`config.mk`:
```
export PLATFORM = sky130hd
export DESIGN_NAME = uart_flag_buffer
export DESIGN_NICKNAME = d
export VERILOG_FILES = /design/src/rtl/uart_fb_pkg.sv /design/src/rtl/uart_fb_rx_fifo.sv /design/src/rtl/uart_fb_rx_stage.sv /design/src/rtl/uart_fb_tx_hold.sv /design/src/rtl/uart_flag_buffer.sv
export SDC_FILE = /design/constraint.sdc
export NUM_CORES = 1
export LEC_CHECK = 0
export CAP_MARGIN = 20
export CELL_PAD_IN_SITES_DETAIL_PLACEMENT = 1
export CELL_PAD_IN_SITES_GLOBAL_PLACEMENT = 1
export CORE_ASPECT_RATIO = 1.25
export CORE_MARGIN = 8
export CORE_UTILIZATION = 36
export DETAILED_ROUTE_END_ITERATION = 8
export HOLD_SLACK_MARGIN = 0.06
export PLACE_DENSITY = 0.85
export SLEW_MARGIN = 10
export SYNTH_ARGS = -nofsm -noshare
export SYNTH_HDL_FRONTEND = slang
export SYNTH_SLANG_ARGS = --single-unit
```
`constraint.sdc`:
```
create_clock -name clk -period 1.7 [get_ports clk]
set_input_delay 0.255 -clock clk [delete_from_list [all_inputs] [get_ports clk]]
set_output_delay 0.255 -clock clk [all_outputs]
set_load 0.05 [all_outputs]
```
`src/rtl/uart_fb_pkg.sv`:
```
package uart_fb_pkg;
  localparam int BYTE_W = 8;
  localparam int CSR_W  = 8;

  // Status register bit positions
  localparam int RXC_BIT  = 7;
  localparam int TXC_BIT  = 6;
  localparam int UDRE_BIT = 5;
  localparam int FE_BIT   = 4;
  localparam int DOR_BIT  = 3;
  localparam int PE_BIT   = 2;

  typedef struct packed {
    logic [BYTE_W-1:0] data;
    logic              fe;
    logic              pe;
  } rx_entry_t;

  localparam int ENTRY_W = $bits(rx_entry_t);
endpackage

```
`src/rtl/uart_fb_rx_fifo.sv`:
```
module uart_fb_rx_fifo
  import uart_fb_pkg::*;
#(
  parameter int DEPTH = 2
) (
  input  logic      clk,
  input  logic      rst_n,
  input  logic      flush,
  input  logic      push,
  input  rx_entry_t push_entry,
  input  logic      pop,
  output rx_entry_t head,
  output logic      empty,
  output logic      full
);
  localparam int PW = (DEPTH > 1) ? $clog2(DEPTH) : 1;
  localparam int CW = $clog2(DEPTH + 1);
  localparam logic [PW-1:0] LAST = PW'(DEPTH - 1);
  localparam logic [CW-1:0] CMAX = CW'(DEPTH);

  rx_entry_t       mem [DEPTH];
  logic [PW-1:0]   wptr, rptr;
  logic [CW-1:0]   count;
  logic            do_push, do_pop;

  assign empty   = (count == '0);
  assign full    = (count == CMAX);
  assign do_pop  = pop && !empty;
  assign do_push = push && (!full || do_pop);
  assign head    = mem[rptr];

  function automatic logic [PW-1:0] inc(input logic [PW-1:0] p);
    return (p == LAST) ? '0 : p + 1'b1;
  endfunction

  always_ff @(posedge clk or negedge rst_n) begin
    if (!rst_n) begin
      wptr  <= '0;
      rptr  <= '0;
      count <= '0;
    end else if (flush) begin
      wptr  <= '0;
      rptr  <= '0;
      count <= '0;
    end else begin
      if (do_push) wptr <= inc(wptr);
      if (do_pop)  rptr <= inc(rptr);
      case ({do_push, do_pop})
        2'b10:   count <= count + 1'b1;
        2'b01:   count <= count - 1'b1;
        default: count <= count;
      endcase
    end
  end

  for (genvar i = 0; i < DEPTH; i++) begin : g_slot
    always_ff @(posedge clk or negedge rst_n) begin
      if (!rst_n)
        mem[i] <= '0;
      else if (!flush && do_push && wptr == PW'(i))
        mem[i] <= push_entry;
    end
  end
endmodule

```
`src/rtl/uart_fb_rx_stage.sv`:
```
module uart_fb_rx_stage
  import uart_fb_pkg::*;
(
  input  logic      clk,
  input  logic      rst_n,
  input  logic      rx_en,
  input  logic      in_valid,
  input  rx_entry_t in_entry,
  input  logic      start,
  input  logic      fifo_full,
  input  logic      pop,
  output logic      push,
  output rx_entry_t push_entry,
  output logic      overrun
);
  logic      hold_v;
  rx_entry_t hold_q;

  always_comb begin
    push       = 1'b0;
    push_entry = in_entry;
    if (rx_en) begin
      if (hold_v) begin
        if (pop) begin
          push       = 1'b1;
          push_entry = hold_q;
        end
      end else if (in_valid && (!fifo_full || pop)) begin
        push = 1'b1;
      end
    end
  end

  always_ff @(posedge clk or negedge rst_n) begin
    if (!rst_n) begin
      hold_v  <= 1'b0;
      hold_q  <= '0;
      overrun <= 1'b0;
    end else if (!rx_en) begin
      hold_v  <= 1'b0;
      overrun <= 1'b0;
    end else begin
      if (hold_v && pop) begin
        hold_v <= in_valid;
        if (in_valid) hold_q <= in_entry;
      end else if (!hold_v && in_valid && fifo_full && !pop) begin
        hold_v <= 1'b1;
        hold_q <= in_entry;
      end
      if (start && fifo_full && hold_v) overrun <= 1'b1;
      else if (pop)                     overrun <= 1'b0;
    end
  end
endmodule

```
`src/rtl/uart_fb_tx_hold.sv`:
```
module uart_fb_tx_hold
  import uart_fb_pkg::*;
(
  input  logic              clk,
  input  logic              rst_n,
  input  logic              wr_valid,
  input  logic [BYTE_W-1:0] wr_data,
  output logic              wr_ready,
  output logic              out_valid,
  input  logic              out_ready,
  output logic [BYTE_W-1:0] out_data,
  input  logic              done,
  input  logic              clr,
  output logic              txc
);
  logic hold_v;

  assign wr_ready  = !hold_v;
  assign out_valid = hold_v;

  always_ff @(posedge clk or negedge rst_n) begin
    if (!rst_n) begin
      hold_v   <= 1'b0;
      out_data <= '0;
      txc      <= 1'b0;
    end else begin
      if (wr_valid && !hold_v) begin
        hold_v   <= 1'b1;
        out_data <= wr_data;
      end else if (hold_v && out_ready) begin
        hold_v <= 1'b0;
      end
      if (done && !hold_v) txc <= 1'b1;
      else if (clr)        txc <= 1'b0;
    end
  end
endmodule

```
`src/rtl/uart_flag_buffer.sv`:
```
module uart_flag_buffer
  import uart_fb_pkg::*;
#(
  parameter int RX_DEPTH = 2
) (
  input  logic              clk,
  input  logic              rst_n,
  input  logic              rx_en,
  input  logic              par_chk_en,
  input  logic              rx_start,
  input  logic              rx_byte_valid,
  input  logic [BYTE_W-1:0] rx_byte,
  input  logic              rx_fe,
  input  logic              rx_pe,
  output logic              rd_valid,
  input  logic              rd_ready,
  output logic [BYTE_W-1:0] rd_data,
  output logic              rd_fe,
  output logic              rd_pe,
  input  logic              tx_wr_valid,
  output logic              tx_wr_ready,
  input  logic [BYTE_W-1:0] tx_wr_data,
  output logic              tx_out_valid,
  input  logic              tx_out_ready,
  output logic [BYTE_W-1:0] tx_out_data,
  input  logic              tx_done,
  input  logic              csr_wr,
  input  logic [CSR_W-1:0]  csr_wdata,
  output logic [CSR_W-1:0]  csr_rdata,
  input  logic              txc_ack,
  input  logic              ie_rxc,
  input  logic              ie_txc,
  input  logic              ie_udre,
  input  logic              ie_dor,
  output logic              irq_rxc,
  output logic              irq_txc,
  output logic              irq_udre,
  output logic              irq_dor
);
  rx_entry_t in_entry, push_entry, head;
  logic      push, pop, empty, full, dor, txc, txc_clr;

  assign in_entry = '{data: rx_byte, fe: rx_fe, pe: rx_pe && par_chk_en};
  assign pop      = rd_valid && rd_ready;

  uart_fb_rx_stage u_stage (
    .clk, .rst_n, .rx_en,
    .in_valid   (rx_byte_valid),
    .in_entry   (in_entry),
    .start      (rx_start),
    .fifo_full  (full),
    .pop        (pop),
    .push       (push),
    .push_entry (push_entry),
    .overrun    (dor)
  );

  uart_fb_rx_fifo #(.DEPTH(RX_DEPTH)) u_fifo (
    .clk, .rst_n,
    .flush      (!rx_en),
    .push       (push),
    .push_entry (push_entry),
    .pop        (pop),
    .head       (head),
    .empty      (empty),
    .full       (full)
  );

  assign rd_valid = !empty;
  assign rd_data  = head.data;
  assign rd_fe    = head.fe && !empty;
  assign rd_pe    = head.pe && !empty;

  assign txc_clr = txc_ack || (csr_wr && csr_wdata[TXC_BIT]);

  uart_fb_tx_hold u_tx (
    .clk, .rst_n,
    .wr_valid  (tx_wr_valid),
    .wr_data   (tx_wr_data),
    .wr_ready  (tx_wr_ready),
    .out_valid (tx_out_valid),
    .out_ready (tx_out_ready),
    .out_data  (tx_out_data),
    .done      (tx_done),
    .clr       (txc_clr),
    .txc       (txc)
  );

  always_comb begin
    csr_rdata           = '0;
    csr_rdata[RXC_BIT]  = rd_valid;
    csr_rdata[TXC_BIT]  = txc;
    csr_rdata[UDRE_BIT] = tx_wr_ready;
    csr_rdata[FE_BIT]   = rd_fe;
    csr_rdata[DOR_BIT]  = dor;
    csr_rdata[PE_BIT]   = rd_pe;
  end

  assign irq_rxc  = rd_valid    && ie_rxc;
  assign irq_txc  = txc         && ie_txc;
  assign irq_udre = tx_wr_ready && ie_udre;
  assign irq_dor  = dor         && ie_dor;
endmodule

```
==> results.md <==
- FMAX: between 0.6 and 0.7 GHz
- Buffers on Ports: 65
- Die H: about 100 um
- CTS root buf: clkbuf_8
- FF+latch count, synth: 46
- Worst path required time: 1.88 ns
- Critical path endpoint category: flop
- Pwr/cell area: between 1000 and 1500 nW/um^2
- Synth Flop Type: dfrtp_1
- Cell count after synthesis: 168
- RSZ-0062 raised after global routing: true
- ANT cells: 0
- Post-synth top area cell: dfrtp_1
- Max-Cap Viols: 0
- Worst Setup EP: u_fifo.mem[11]$_DFFE_PN0P_
- Core area: around 6000 sq um
- Startpoint types: flop
- Critical path type: flop to flop
- DRC violations left: 0
- Critical Path Start: u_fifo.count[0]$_DFFE_PN0P_
- CTS Buf Count: 5
- Die area: ~9000 sq um
- Final #Nets: 291
- Synth area leaders: dfrtp_1 52%, mux2_2 27%, buf_4 3.4%, mux2i_1 2.2%, o21bai_1 1.0%
- Drt first pass iters: 3
- IO Count: between 70 and 80
- Final count of negative-setup-slack endpoints: 0
- Initial DRC Count: 35
- Largest net degree at the start of global routing: 47
- Peak VDD IR: between 600 and 700 uV
- Yosys warns: 0
- Slew of the pin with the lowest slew margin: approximately 0.58 ns
- Leak pwr: about 1.4 nW
- Worst-Skew Late Latency: 0.30 ns
- Count leader, synth: mux2_2
- CTS Sinks: 46
- Wire length per cell: around 17 um
- Status: completed
- Fin crit period: around 1.7 ns
- Reg2Reg Depth: 4
- CTS tree: done
- Setup Skew: slightly below 0.005 ns
- Vias post-DR: 1602
- Final Hold Vio Count: 0
- Max-slew violation count: 0
- Post-synth top cells: 53 x mux2_2, 46 x dfrtp_1, 10 x buf_4
- Post-synth EDFFs: 0
- Worst reg2reg startpoint: u_fifo.count[0]$_DFFE_PN0P_
- Hold buffers post-CTS: 0
- First-pass GRT wire length: about 9700 um
- Syn-to-layout area delta: 45.76%
- GRT Overall Usage: 13.70%
- Max transition margin: about three fifths
- DRT Wirelength: 5828 um
- Placed insts: 320
- Count of different cell masters after synthesis: 36
- Reg-to-reg setup timing slack: between 0.04 and 0.05 ns
- Antenna viol nets, final: 0
- Via density: 4.782
- Final period util: between 90 and 100%
- Fillers: around 640
- Synthesized area: between 2000 and 2500 sq um
- Crit path arrival time: between 1.5 and 2 ns
- Clk slew on worst S/H paths: approximately 0.080 ns
- Sequential area share after synthesis: approximately 52%
- Initial Util: 36.62%
- R2R Path End: u_fifo.mem[11]$_DFFE_PN0P_
- HPWL after DPL: between 4000 and 5000 um
- Syn_area_per_cell: ~13 sq um
- Initial antenna violation count: 0
- Final non-filler cell total: ~340
- Worst hold path type: input pin to async pin
- GP Congestion: between 0.7 and 0.8
- Deepest clock path buffer count: 2
- Crit Path Max Fanout: 10
- Htree depth: 2
- Gr ovfl total: 0
- Final TNS setup: 0 ns
- # rows: 32
- Vias in the first global route: approximately 1.9k
- Die width: 86.37 um
- Ys async rst share: 100.0%
- Synth top area share: about half
- Ratio of cells with drive above 1 in the final layout: ~52%
power breakdown:
group,internal (mW),switching [mW]
combinational,0.514,0.692
clock,0.440,0.356
sequential,1.29,0.111
how the worst min path moves through the flow:
stage	start	to	slack (ns)	depth (start not counted)
2_1_floorplan	rst_n	u_fifo.count[0]$_DFFE_PN0P_	-0.04	0
3_3_place_gp	rst_n	u_tx.out_data[3]$_DFFE_PN0P_	0.38	2
3_5_place_dp	rst_n	u_tx.out_data[5]$_DFFE_PN0P_	0.39	2
4_1_cts	rst_n	u_tx.out_data[5]$_DFFE_PN0P_	0.06	2
5_1_grt	rst_n	u_tx.out_data[6]$_DFFE_PN0P_	0.09	2
6_report	rst_n	u_tx.out_data[5]$_DFFE_PN0P_	0.05	2
cells by family (layout without fill, tap and decap cells):
| kind of cell | count (synthesis) | after routing | share of synthesized area (%) |
|---|---|---|---|
| muxes | 59 | 59 | 29.70 |
| DFF | 46 | 46 | 51.66 |
| and+or+nand+nor | 26 | 26 | 7.525 |
| buffers and inverters | 18 | 99 | 5.109 |
| AOI/OAI and AO/OA | 17 | 17 | 5.447 |
| other | 1 | 2 | 0.1683 |
| xor gates and xnor gates | 1 | 1 | 0.3931 |
layout make-up:
class                           count  area [sq um]  share of cell area [%]
Timing Repair Buffer               87         857.1                   26.39
Inverter                            4         15.01                  0.4622
Sequential cell                    46          1155                   35.55
Clock buffer                        7         76.32                   2.350
Clock inverter                      1         30.03                  0.9245
Multi-Input combinational cell    105          1008                   31.05
Tap cell                           85         106.4                   3.274
sequential cells by signal (all words and copies together), names as in the netlist:
register	flops
u_fifo.mem	20
u_stage.hold_q	10
u_tx.out_data	8
u_fifo.count	2
u_fifo.rptr	1
u_fifo.wptr	1
u_stage.hold_v	1
u_stage.overrun	1
u_tx.out_valid	1
u_tx.txc	1
cell usage in the layout, fill, tap and decap left out, types with 2 or more instances in the layout:
| cell type | instances |
|---|---|
| a21oi_1 | 3 |
| and2_1 | 3 |
| buf_12 | 9 |
| buf_4 | 41 |
| buf_6 | 3 |
| clkbuf_1 | 2 |
| clkbuf_8 | 5 |
| clkdlybuf4s50_1 | 33 |
| conb_1 | 2 |
| dfrtp_1 | 43 |
| dfrtp_2 | 3 |
| inv_1 | 4 |
| mux2_2 | 53 |
| mux2i_1 | 4 |
| nand2_1 | 5 |
| nand3_4 | 2 |
| nor2_4 | 3 |
| nor2b_1 | 3 |
| o21ai_0 | 2 |
| o21bai_1 | 3 |
through the flow:
step | worst slack (ns) | util [%] | cell area (sq um) | hold slack, ns | power, mW
finish | 0.04202 | 53.37 | 3248 | 0.04625 | 3.405
global route | -0.01783 | 53.37 | 3248 | 0.09383 | 3.570
CTS | -0.02119 | 52.51 | 3196 | 0.06349 | 3.438
detailed placement | -0.2351 | 50.08 | 3048 | 0.3932 | 2.614
global placement | -0.2013 | 50.08 | 3048 | 0.3762 | 2.577
floorplan | -0.04272 | - | 2247 | -0.04059 | 2.189
what timing repair did:
item	4_1_cts	5_1_grt
pin swaps	0	3
resized for setup	8	5
endpoints found under the setup margin	14	30
cloned	0	0
buffers inserted	2	5
worst max-delay path, cell delays in order, from the launching register on:
cell and delay (ns):
dfrtp_2 0.47, o21a_1 0.23, nand3_4 0.19, mux2_2 0.39, mux2_2 0.27
layer usage:
layer  GRT usage, %  routed length, um
met5              0                  0
met4          3.704                 64
met3          3.794                245
met2          25.40               3399
met1          14.42               2119
(Power assumes the default switching activity.)
